## config.mk

```make
export PLATFORM = sky130hd
export DESIGN_NAME = tmatch_top
export DESIGN_NICKNAME = d
export VERILOG_FILES = /design/src/rtl/tmatch_pkg.sv /design/src/rtl/tmatch_scan.sv /design/src/rtl/tmatch_mac.sv /design/src/rtl/tmatch_peak.sv /design/src/rtl/tmatch_top.sv
export SDC_FILE = /design/constraint.sdc
export NUM_CORES = 1
export LEC_CHECK = 0
export CELL_PAD_IN_SITES_DETAIL_PLACEMENT = 1
export CELL_PAD_IN_SITES_GLOBAL_PLACEMENT = 2
export CORE_MARGIN = 5
export CORE_UTILIZATION = 38
export CTS_CLUSTER_DIAMETER = 30
export CTS_CLUSTER_SIZE = 8
export DETAILED_ROUTE_END_ITERATION = 16
export PLACE_DENSITY = 0.78
export SLEW_MARGIN = 20
export SYNTH_ARGS = -nofsm -noshare
export SYNTH_HDL_FRONTEND = slang
export SYNTH_HIERARCHICAL = 1
export SYNTH_SLANG_ARGS = --single-unit
```

## constraint.sdc

```tcl
create_clock -name clk -period 5.6 [get_ports clk]
set_input_delay 1.68 -clock clk [delete_from_list [all_inputs] [get_ports clk]]
set_output_delay 1.68 -clock clk [all_outputs]
set_load 0.01 [all_outputs]
```

## src/rtl/tmatch_pkg.sv

```systemverilog
package tmatch_pkg;
  typedef enum logic [2:0] {
    ST_IDLE,
    ST_COARSE,
    ST_CDRAIN,
    ST_FINE,
    ST_FDRAIN,
    ST_DONE
  } tm_state_e;

  localparam int PIX_W = 8;
  localparam int DRAIN_LAST = 2;
endpackage

```

## src/rtl/tmatch_scan.sv

```systemverilog
module tmatch_scan
  import tmatch_pkg::*;
#(
  parameter int IMG_W = 16,
  parameter int IMG_H = 12,
  parameter int TPL_W = 4,
  parameter int TPL_H = 3,
  parameter int COARSE_STEP = 4,
  parameter int FINE_RAD = 2,
  parameter int XW = 5,
  parameter int YW = 5,
  parameter int IAW = 8,
  parameter int TAW = 4
) (
  input  logic           clk,
  input  logic           rst_n,
  input  logic           start,
  input  logic [XW-1:0]  best_x,
  input  logic [YW-1:0]  best_y,
  output logic           busy,
  output logic           done,
  output logic           clr,
  output logic           seal,
  output logic           iss_vld,
  output logic           iss_last,
  output logic [XW-1:0]  iss_x,
  output logic [YW-1:0]  iss_y,
  output logic [IAW-1:0] img_addr,
  output logic [TAW-1:0] tpl_addr
);
  localparam int MAX_OX = IMG_W - TPL_W;
  localparam int MAX_OY = IMG_H - TPL_H;
  localparam int TXW = $clog2(TPL_W + 1);
  localparam int TYW = $clog2(TPL_H + 1);

  tm_state_e      st;
  logic [XW-1:0]  ox, xlo, xhi, stx, nx, fxlo, fxhi;
  logic [YW-1:0]  oy, yhi, sty, ny, fylo, fyhi;
  logic [TXW-1:0] tx;
  logic [TYW-1:0] ty;
  logic [1:0]     dcnt;
  logic           coarse, issuing, tpl_end, row_end, grid_end;

  always_comb begin
    coarse   = (st == ST_COARSE);
    issuing  = coarse || (st == ST_FINE);
    stx      = coarse ? XW'(COARSE_STEP) : XW'(1);
    sty      = coarse ? YW'(COARSE_STEP) : YW'(1);
    nx       = ox + stx;
    ny       = oy + sty;
    tpl_end  = (tx == TXW'(TPL_W - 1)) && (ty == TYW'(TPL_H - 1));
    row_end  = (nx > xhi);
    grid_end = row_end && (ny > yhi);
  end

  // fine window centred on the coarse winner, clipped to legal offsets
  always_comb begin
    int lo_x, hi_x, lo_y, hi_y;
    lo_x = int'(best_x) - FINE_RAD;
    hi_x = int'(best_x) + FINE_RAD;
    lo_y = int'(best_y) - FINE_RAD;
    hi_y = int'(best_y) + FINE_RAD;
    if (lo_x < 0) lo_x = 0;
    if (lo_y < 0) lo_y = 0;
    if (hi_x > MAX_OX) hi_x = MAX_OX;
    if (hi_y > MAX_OY) hi_y = MAX_OY;
    fxlo = XW'(lo_x);
    fxhi = XW'(hi_x);
    fylo = YW'(lo_y);
    fyhi = YW'(hi_y);
  end

  assign busy     = (st != ST_IDLE);
  assign done     = (st == ST_DONE);
  assign clr      = (st == ST_IDLE) && start;
  assign seal     = (st == ST_FDRAIN) && (dcnt == 2'(DRAIN_LAST));
  assign iss_vld  = issuing;
  assign iss_last = tpl_end;
  assign iss_x    = ox;
  assign iss_y    = oy;
  assign img_addr = IAW'((int'(oy) + int'(ty)) * IMG_W + int'(ox) + int'(tx));
  assign tpl_addr = TAW'(int'(ty) * TPL_W + int'(tx));

  always_ff @(posedge clk or negedge rst_n) begin
    if (!rst_n) begin
      st   <= ST_IDLE;
      ox   <= '0;
      oy   <= '0;
      tx   <= '0;
      ty   <= '0;
      xlo  <= '0;
      xhi  <= '0;
      yhi  <= '0;
      dcnt <= '0;
    end else begin
      case (st)
        ST_IDLE: begin
          if (start) begin
            ox  <= '0;
            oy  <= '0;
            tx  <= '0;
            ty  <= '0;
            xlo <= '0;
            xhi <= XW'(MAX_OX);
            yhi <= YW'(MAX_OY);
            st  <= ST_COARSE;
          end
        end
        ST_COARSE, ST_FINE: begin
          if (tpl_end) begin
            tx <= '0;
            ty <= '0;
            if (row_end) begin
              ox <= xlo;
              if (grid_end) begin
                dcnt <= '0;
                st   <= coarse ? ST_CDRAIN : ST_FDRAIN;
              end else begin
                oy <= ny;
              end
            end else begin
              ox <= nx;
            end
          end else if (tx == TXW'(TPL_W - 1)) begin
            tx <= '0;
            ty <= ty + 1'b1;
          end else begin
            tx <= tx + 1'b1;
          end
        end
        ST_CDRAIN: begin
          if (dcnt == 2'(DRAIN_LAST)) begin
            xlo <= fxlo;
            xhi <= fxhi;
            yhi <= fyhi;
            ox  <= fxlo;
            oy  <= fylo;
            st  <= ST_FINE;
          end else begin
            dcnt <= dcnt + 1'b1;
          end
        end
        ST_FDRAIN: begin
          if (dcnt == 2'(DRAIN_LAST)) st <= ST_DONE;
          else dcnt <= dcnt + 1'b1;
        end
        ST_DONE: st <= ST_IDLE;
        default: st <= ST_IDLE;
      endcase
    end
  end
endmodule

```

## src/rtl/tmatch_mac.sv

```systemverilog
module tmatch_mac
  import tmatch_pkg::*;
#(
  parameter int ACC_W = 20,
  parameter int XW = 5,
  parameter int YW = 5
) (
  input  logic             clk,
  input  logic             rst_n,
  input  logic             iss_vld,
  input  logic             iss_last,
  input  logic [XW-1:0]    iss_x,
  input  logic [YW-1:0]    iss_y,
  input  logic [PIX_W-1:0] img_px,
  input  logic [PIX_W-1:0] tpl_px,
  output logic             sc_vld,
  output logic [ACC_W-1:0] sc_val,
  output logic [XW-1:0]    sc_x,
  output logic [YW-1:0]    sc_y
);
  logic             v1, l1;
  logic [XW-1:0]    x1;
  logic [YW-1:0]    y1;
  logic [ACC_W-1:0] acc, sum;
  logic [2*PIX_W-1:0] prod;

  always_comb begin
    prod = {{PIX_W{1'b0}}, img_px} * {{PIX_W{1'b0}}, tpl_px};
    sum  = acc + ACC_W'(prod);
  end

  always_ff @(posedge clk or negedge rst_n) begin
    if (!rst_n) begin
      v1     <= 1'b0;
      l1     <= 1'b0;
      x1     <= '0;
      y1     <= '0;
      acc    <= '0;
      sc_vld <= 1'b0;
      sc_val <= '0;
      sc_x   <= '0;
      sc_y   <= '0;
    end else begin
      // align the offset tag with the read data that returns one cycle later
      v1     <= iss_vld;
      l1     <= iss_last;
      x1     <= iss_x;
      y1     <= iss_y;
      sc_vld <= 1'b0;
      if (v1) begin
        if (l1) begin
          acc    <= '0;
          sc_val <= sum;
          sc_x   <= x1;
          sc_y   <= y1;
          sc_vld <= 1'b1;
        end else begin
          acc <= sum;
        end
      end
    end
  end
endmodule

```

## src/rtl/tmatch_peak.sv

```systemverilog
module tmatch_peak #(
  parameter int ACC_W = 20,
  parameter int XW = 5,
  parameter int YW = 5
) (
  input  logic             clk,
  input  logic             rst_n,
  input  logic             clr,
  input  logic [ACC_W-1:0] thr_in,
  input  logic             seal,
  input  logic             sc_vld,
  input  logic [ACC_W-1:0] sc_val,
  input  logic [XW-1:0]    sc_x,
  input  logic [YW-1:0]    sc_y,
  output logic [XW-1:0]    best_x,
  output logic [YW-1:0]    best_y,
  output logic [ACC_W-1:0] peak,
  output logic             match
);
  logic [ACC_W-1:0] thr_q;

  always_ff @(posedge clk or negedge rst_n) begin
    if (!rst_n) begin
      best_x <= '0;
      best_y <= '0;
      peak   <= '0;
      match  <= 1'b0;
      thr_q  <= '0;
    end else if (clr) begin
      best_x <= '0;
      best_y <= '0;
      peak   <= '0;
      match  <= 1'b0;
      thr_q  <= thr_in;
    end else begin
      // strict compare: an equal later score keeps the earlier offset
      if (sc_vld && (sc_val > peak)) begin
        best_x <= sc_x;
        best_y <= sc_y;
        peak   <= sc_val;
      end
      if (seal) match <= (peak >= thr_q);
    end
  end
endmodule

```

## src/rtl/tmatch_top.sv

```systemverilog
module tmatch_top
  import tmatch_pkg::*;
#(
  parameter int IMG_W = 16,
  parameter int IMG_H = 12,
  parameter int TPL_W = 4,
  parameter int TPL_H = 3,
  parameter int COARSE_STEP = 4,
  parameter int FINE_RAD = 2,
  localparam int ACC_W = 16 + $clog2(TPL_W * TPL_H + 1),
  localparam int XW = $clog2(IMG_W + COARSE_STEP + FINE_RAD + 1),
  localparam int YW = $clog2(IMG_H + COARSE_STEP + FINE_RAD + 1),
  localparam int IAW = $clog2(IMG_W * IMG_H),
  localparam int TAW = $clog2(TPL_W * TPL_H)
) (
  input  logic             clk,
  input  logic             rst_n,
  input  logic             start,
  input  logic [ACC_W-1:0] match_thresh,
  output logic             busy,
  output logic             done,
  output logic [IAW-1:0]   img_addr,
  input  logic [7:0]       img_data,
  output logic [TAW-1:0]   tpl_addr,
  input  logic [7:0]       tpl_data,
  output logic [XW-1:0]    best_x,
  output logic [YW-1:0]    best_y,
  output logic [ACC_W-1:0] peak,
  output logic             match
);
  logic             clr, seal, iss_vld, iss_last, sc_vld;
  logic [XW-1:0]    iss_x, sc_x;
  logic [YW-1:0]    iss_y, sc_y;
  logic [ACC_W-1:0] sc_val;

  tmatch_scan #(
    .IMG_W(IMG_W), .IMG_H(IMG_H), .TPL_W(TPL_W), .TPL_H(TPL_H),
    .COARSE_STEP(COARSE_STEP), .FINE_RAD(FINE_RAD),
    .XW(XW), .YW(YW), .IAW(IAW), .TAW(TAW)
  ) u_scan (
    .clk(clk), .rst_n(rst_n), .start(start),
    .best_x(best_x), .best_y(best_y),
    .busy(busy), .done(done), .clr(clr), .seal(seal),
    .iss_vld(iss_vld), .iss_last(iss_last), .iss_x(iss_x), .iss_y(iss_y),
    .img_addr(img_addr), .tpl_addr(tpl_addr)
  );

  tmatch_mac #(.ACC_W(ACC_W), .XW(XW), .YW(YW)) u_mac (
    .clk(clk), .rst_n(rst_n),
    .iss_vld(iss_vld), .iss_last(iss_last), .iss_x(iss_x), .iss_y(iss_y),
    .img_px(img_data), .tpl_px(tpl_data),
    .sc_vld(sc_vld), .sc_val(sc_val), .sc_x(sc_x), .sc_y(sc_y)
  );

  tmatch_peak #(.ACC_W(ACC_W), .XW(XW), .YW(YW)) u_peak (
    .clk(clk), .rst_n(rst_n), .clr(clr), .thr_in(match_thresh), .seal(seal),
    .sc_vld(sc_vld), .sc_val(sc_val), .sc_x(sc_x), .sc_y(sc_y),
    .best_x(best_x), .best_y(best_y), .peak(peak), .match(match)
  );
endmodule

```

**Yosys cells after proc, flatten, opt, wreduce, memory -nomap -nowiden**

Cells that the tools add are included.

- Logic and storage cells: 141
- Flip-flop bits (word level): 149
- Output and inout port bits: 45
- Input port bits: 39

- Add/sub/neg operators: 14
- Equality and inequality tests: 17
- Order comparisons: 8
- Reduce and logical (&&, ||, !) cells: 24
- Multipliers: 1
- Multiplexer cells: 54

Operators by type and width:

| cell | count |
|---|---|
| two-way mux 5 bit | 20 |
| two-way mux 20 bit | 3 |
| two-way mux 3 bit | 11 |
| one-hot mux 5 bit (2 select lines) | 3 |
| one-hot mux 5 bit (3 select lines) | 2 |
| adder 20 x 16 -> 20 bit | 1 |
| greater-or-equal comparator 20 bit | 1 |
| > comparator 20 bit | 1 |
| multiplier 8 x 8 -> 16 bit | 1 |
| two-way mux 2 bit | 7 |
| adder 5 x 2 -> 6 bit, second input constant | 2 |
| > comparator 6 x 4 -> 1 bit, second input constant | 2 |
| less-than comparator 6 x 1 -> 1 bit, second input constant | 2 |
| one-hot mux 3 bit (4 select lines) | 1 |
| AND reduction 6 bit | 2 |
| subtractor 5 x 2 -> 6 bit, second input constant | 2 |
| > comparator 5 bit | 2 |
| nonzero test 2 bit | 5 |
| equality test 3 x 2 -> 1 bit, second input constant | 3 |
| adder 8 x 4 -> 8 bit | 1 |
| adder 8 x 6 -> 8 bit | 1 |
| != test 2 x 1 -> 1 bit, second input constant | 4 |
| != test 2 bit, second input constant | 4 |
| one-hot mux 2 bit (2 select lines) | 2 |
| other kinds (21) | 35 |

**Depth between registers and ports, before layout**

- Depth in word-level cells: 9
- Mapped depth: 18
- Gate-level depth less buffers: 17

**Cells and area by module**

The synthesis kept the hierarchy.

By module, submodules not included:

| module | times used | sequential area each (sq um) | cells each | area each (sq um) |
|---|---|---|---|---|
| tmatch_mac | 1 | 1576.5 | 518 | 5032.3 |
| tmatch_peak | 1 | 1276.2 | 419 | 3808.7 |
| tmatch_scan | 1 | 875.8 | 310 | 2844.0 |

**Worst setup path before layout**

Ideal clock, no wire load.

- Path kind: input to register
- Start: input port img_data[5]
- End: register u_mac.acc[12]
- Setup time: 0.120 ns
- Path slack: -0.176 ns
- Data arrival time: 5.656 ns
- Required time: 5.480 ns
- Buffers on the path: 1
- Stages on the path: 15
- Path through: clkbuf_1 nand2_1 fa_1 inv_1 fa_1 fa_1 inv_1 fa_1 inv_1 ha_1 a211o_1 o211ai_2 a21boi_0 or3_1 a41o_1

- Word-level cells in the longest chain between the ends: 3

Ends and longest elaborated chain:

| element | line | source |
|---|---|---|
| start: declaration | tmatch_top.sv:23 | `input logic [7:0] img_data,` |
| multiplier 8 x 8 -> 16 bit | tmatch_mac.sv:28 | `prod = {{PIX_W{1'b0}}, img_px} * {{PIX_W{1'b0}}, tpl_px};` |
| adder 20 x 16 -> 20 bit | tmatch_mac.sv:29 | `sum = acc + ACC_W'(prod);` |
| two-way mux 20 bit | tmatch_mac.sv:51 | `if (l1) begin` |
| end signal: assignment | tmatch_mac.sv:58 | `acc <= sum;` |
| end: declaration | tmatch_mac.sv:24 | `logic [ACC_W-1:0] acc, sum;` |

No other way between the ends.
A chain may end at the register's enable or synchronous reset.

**Worst setup path after layout**

- Start: input port img_data[1]
- End: register u_mac.acc[12]

The elaborated chain is that of the path after synthesis.

==> results.yml <==
floorplan:
  start_util_pct: 38.3
  fp.dieH_um: 185
  num_rows: 64
  die_x_um: 185
  core_um2: 30500
  die_area_um2: 34400
  ios: 84
routing:
  route.detailed.drc: 0
  final_antenna_net_count: 0
  drt-total-wl_um: 30900
  wl_per_cell_um: 17.6
  drtIter0Drc: 511
  drt-pass1-iter-count: 5
  via_per_inst: 5.33
  vias: 9330
clock_network:
  clk_pin_slew_ns: 0.06
  insertion_delay_ns: 0.43
  root_buffer: "clkbuf_16"
  clkSinkCount: 149
  clockBufferDepth: 2
  numCtsBuffers: 17
  htree_levels: 4
  cts_tree: "yes"
  cts_setup_buffers: 0
power:
  swShare_pct: 40.2
  power.internal_mw: 3.89
  seqPwrFrac_pct: 21.6
  peakVddDrop_v: 0.000359
  p_switching_mw: 2.61
  powerDensity_nw_per_um2: 470
  power_frac_comb_pct: 58.2
  pwr-share-clk_pct: 20.2
  p_leak_nw: 6.76
sta:
  slew_headroom_pct: 28.0
  fin_worst_skew_ns: 0.00955
  timing.final.ws_setup_ns: 0.0841
  hold_viol: 0
  timing.final.crit_share_pct: 98.5
  tightest_slew_ns: 1.08
  slew_viol_final: 0
  rsz0062_at_grt: "false"
  timing.final.setup_violations: 0
  totalNegativeSetupSlack_ns: 0
  final.min_clock_period_ns: 5.52
  max_freq_mhz: 181
  fin_hold_ws_ns: 0.474
setup_path:
  critPathKind: "input pin to flop"
  end_kind: "flop"
  max_stage_delay_ns: 0.58
  critPathLaunchType: "input pin"
  timing.rr.start: "u_mac/acc[6]"
  r2r_end: "u_mac/acc[12]"
  reg2reg_slack_ns: 1.34
  path_max_fanout: 5
  rr_worst_depth: 15
  cp.arrival_ns: 5.84
  cp.required_ns: 5.92
  cpMaxStageDelayCell: "fa_2"
  path_cells: "dlygate4sd2_1, and2_4, fa_2, fa_2, fa_1, inv_1, fa_1, inv_1, ha_1, a211o_1, o211ai_4, a21boi_2, or3_4, a41o_1"
placed_design:
  gp_congestion: 0.835
  place_ws_ns: -0.788
  io_buffers: 83
  dp_hpwl_um: 23800
  post-place-cells: 1718
yosys:
  synth_area_per_cell_um2: 9.37
  synth_area_leaders: "dfrtp_1, ha_1, fa_1"
  synth.distinct_cells: 79
  yosys.area.top_type_share_pct: 31.9
  async_reset_ff_share_pct: 100
  ys.flop_type: "dfrtp_1"
  synth_edf_count: 0
  ys_ff_latch: 149
  yosys_warnings: 6
  synthCells: 1247
  synth_area_um2: 11700
  ys_seq_area_share_pct: 31.9
  synth_top_cell_by_area: "dfrtp_1"
  syn_nets: 1446
global_route:
  grt_use_total_pct: 18.5
  grt_pass1_wl_um: 51700
  grt_max_degree: 99
  antenna_found_initial: 0
  grt_remaining_overflow: 0
  grt_pass1_vias: 9933
final_layout:
  fin_nets: 1540
  final_cells: 1750
  layout-drive-gt1-share_pct: 12.3
  syn_to_final_growth_pct: 18.5
  num_antenna_cells: 0
  fin_util_pct: 45.4
flow_run:
  cap_viol_max_count: 0
hold_path:
  hp-start: "u_mac/y1[0]"
  hold-path-endpoint: "u_mac/sc_y[0]"
  hold_path.class: "flop to flop"
  min_delay_path_depth: 1
status:
  status: "completed"
[layout make-up]
cell class              instances  area (um^2)
fillers                      3513        16700
flip-flops and latches        149         3730
clock buffers                  25          515
multi-input cells             849         7060
inverters                     185          694
clock inverters                 7          164
repair buffers                139         1180
well taps                     396          495
[cell usage in the layout (no fill, tap or decap), types with 49 or more instances in the layout]
cell	n
buf_4	56
nand4b_1	59
nand2_1	105
ha_1	105
dfrtp_1	149
fa_1	49
clkdlybuf4s50_1	66
o21ai_0	60
inv_1	182
[worst max-delay path by stage]
stage,start,end,slack (ns),cells past startpoint
after floorplan,img_data[5],u_mac/acc[12],0.02,15
final,img_data[1],u_mac/acc[12],0.08,14
after CTS,img_data[6],u_mac/acc[12],0.003,15
after global placement,img_data[3],u_mac/acc[18],-0.69,16
after detailed placement,tpl_data[4],u_mac/acc[18],-0.79,16
after global routing,img_data[1],u_mac/acc[12],0.0009,14
[stage by stage]
stage	total power [mW]	area [um^2]
after floorplan	3.57	11700
after global placement	4.94	13100
after detailed placement	5.03	13100
after CTS	6.54	13900
after global routing	7.08	13800
final	6.50	13800
[cell usage after synthesis, drive strengths merged (4+ instances only)]
| cell | number |
|---|---|
| a211oi | 4 |
| a21boi | 4 |
| a21o | 15 |
| a21oi | 36 |
| a22o | 5 |
| a31o | 4 |
| a31oi | 10 |
| and2 | 39 |
| and3 | 5 |
| buf | 24 |
| clkbuf | 40 |
| dfrtp | 149 |
| fa | 52 |
| ha | 108 |
| inv | 184 |
| maj3 | 4 |
| mux2 | 22 |
| mux2i | 7 |
| nand2 | 105 |
| nand2b | 37 |
| nand3 | 17 |
| nand4 | 10 |
| nand4b | 59 |
| nor2 | 36 |
| nor2b | 11 |
| nor3 | 16 |
| nor3b | 5 |
| nor4 | 6 |
| o2111ai | 33 |
| o21ai | 64 |
| o22ai | 13 |
| o2bb2ai | 4 |
| o311ai | 4 |
| o31ai | 5 |
| or3 | 33 |
| xnor2 | 18 |
| xor2 | 13 |
[power by group through the flow]
stage | clock, mW | combinational [mW] | sequential [mW]
floorplan | 0 | 2.22 | 1.35
global placement | 0 | 3.53 | 1.41
detailed placement | 0 | 3.62 | 1.42
CTS | 1.34 | 3.79 | 1.40
global route | 1.39 | 4.27 | 1.42
finish | 1.32 | 3.78 | 1.40
[logic make-up (layout without fill, tap and decap cells)]
logic type | after synthesis | after routing | synth area share (%)
multiplexers | 29 | 29 | 2.72
adder cells (fa/ha/maj) | 164 | 164 | 20.8
XOR/XNOR | 31 | 31 | 2.39
AO/OA/AOI/OAI | 237 | 237 | 14.4
AND/OR/NAND/NOR | 388 | 388 | 19.2
buffers and inverters | 249 | 356 | 8.61
flip-flops | 149 | 149 | 31.9
[per-layer routing]
layer	GRT usage, %	routed length, um	up-vias
li1	-	-	4510
met1	26.8	15300	4692
met2	29.8	14300	107
met3	2.75	995	21
met4	3.76	289	0
met5	0	0	-
[what timing repair did]
| action | CTS | global route |
|---|---|---|
| setup endpoints to repair | 21 | 14 |
| pin swaps | 8 | 4 |
| hold buffers | 0 | 0 |
| resized for setup | 41 | 35 |
[flip-flops by register name, indices dropped and copies added (netlist names), 3 cells and up]
register,count
u_mac/acc,20
u_mac/sc_val,20
u_mac/sc_x,5
u_mac/sc_y,5
u_mac/x1,5
u_mac/y1,5
u_peak/best_x,5
u_peak/best_y,5
u_peak/peak,20
u_peak/thr_q,20
u_scan/iss_x,5
u_scan/iss_y,5
u_scan/st,3
u_scan/tx,3
u_scan/xhi,5
u_scan/xlo,5
u_scan/yhi,5
[critical path, delay by kind of cell]
kind	cells	cell delay, ns
adders and majority gates	5	2.30
and+or+nand+nor	2	0.58
AOI/OAI and AO/OA	4	0.91
buffers and inverters	3	0.37
Power figures use the tool's default switching activity.
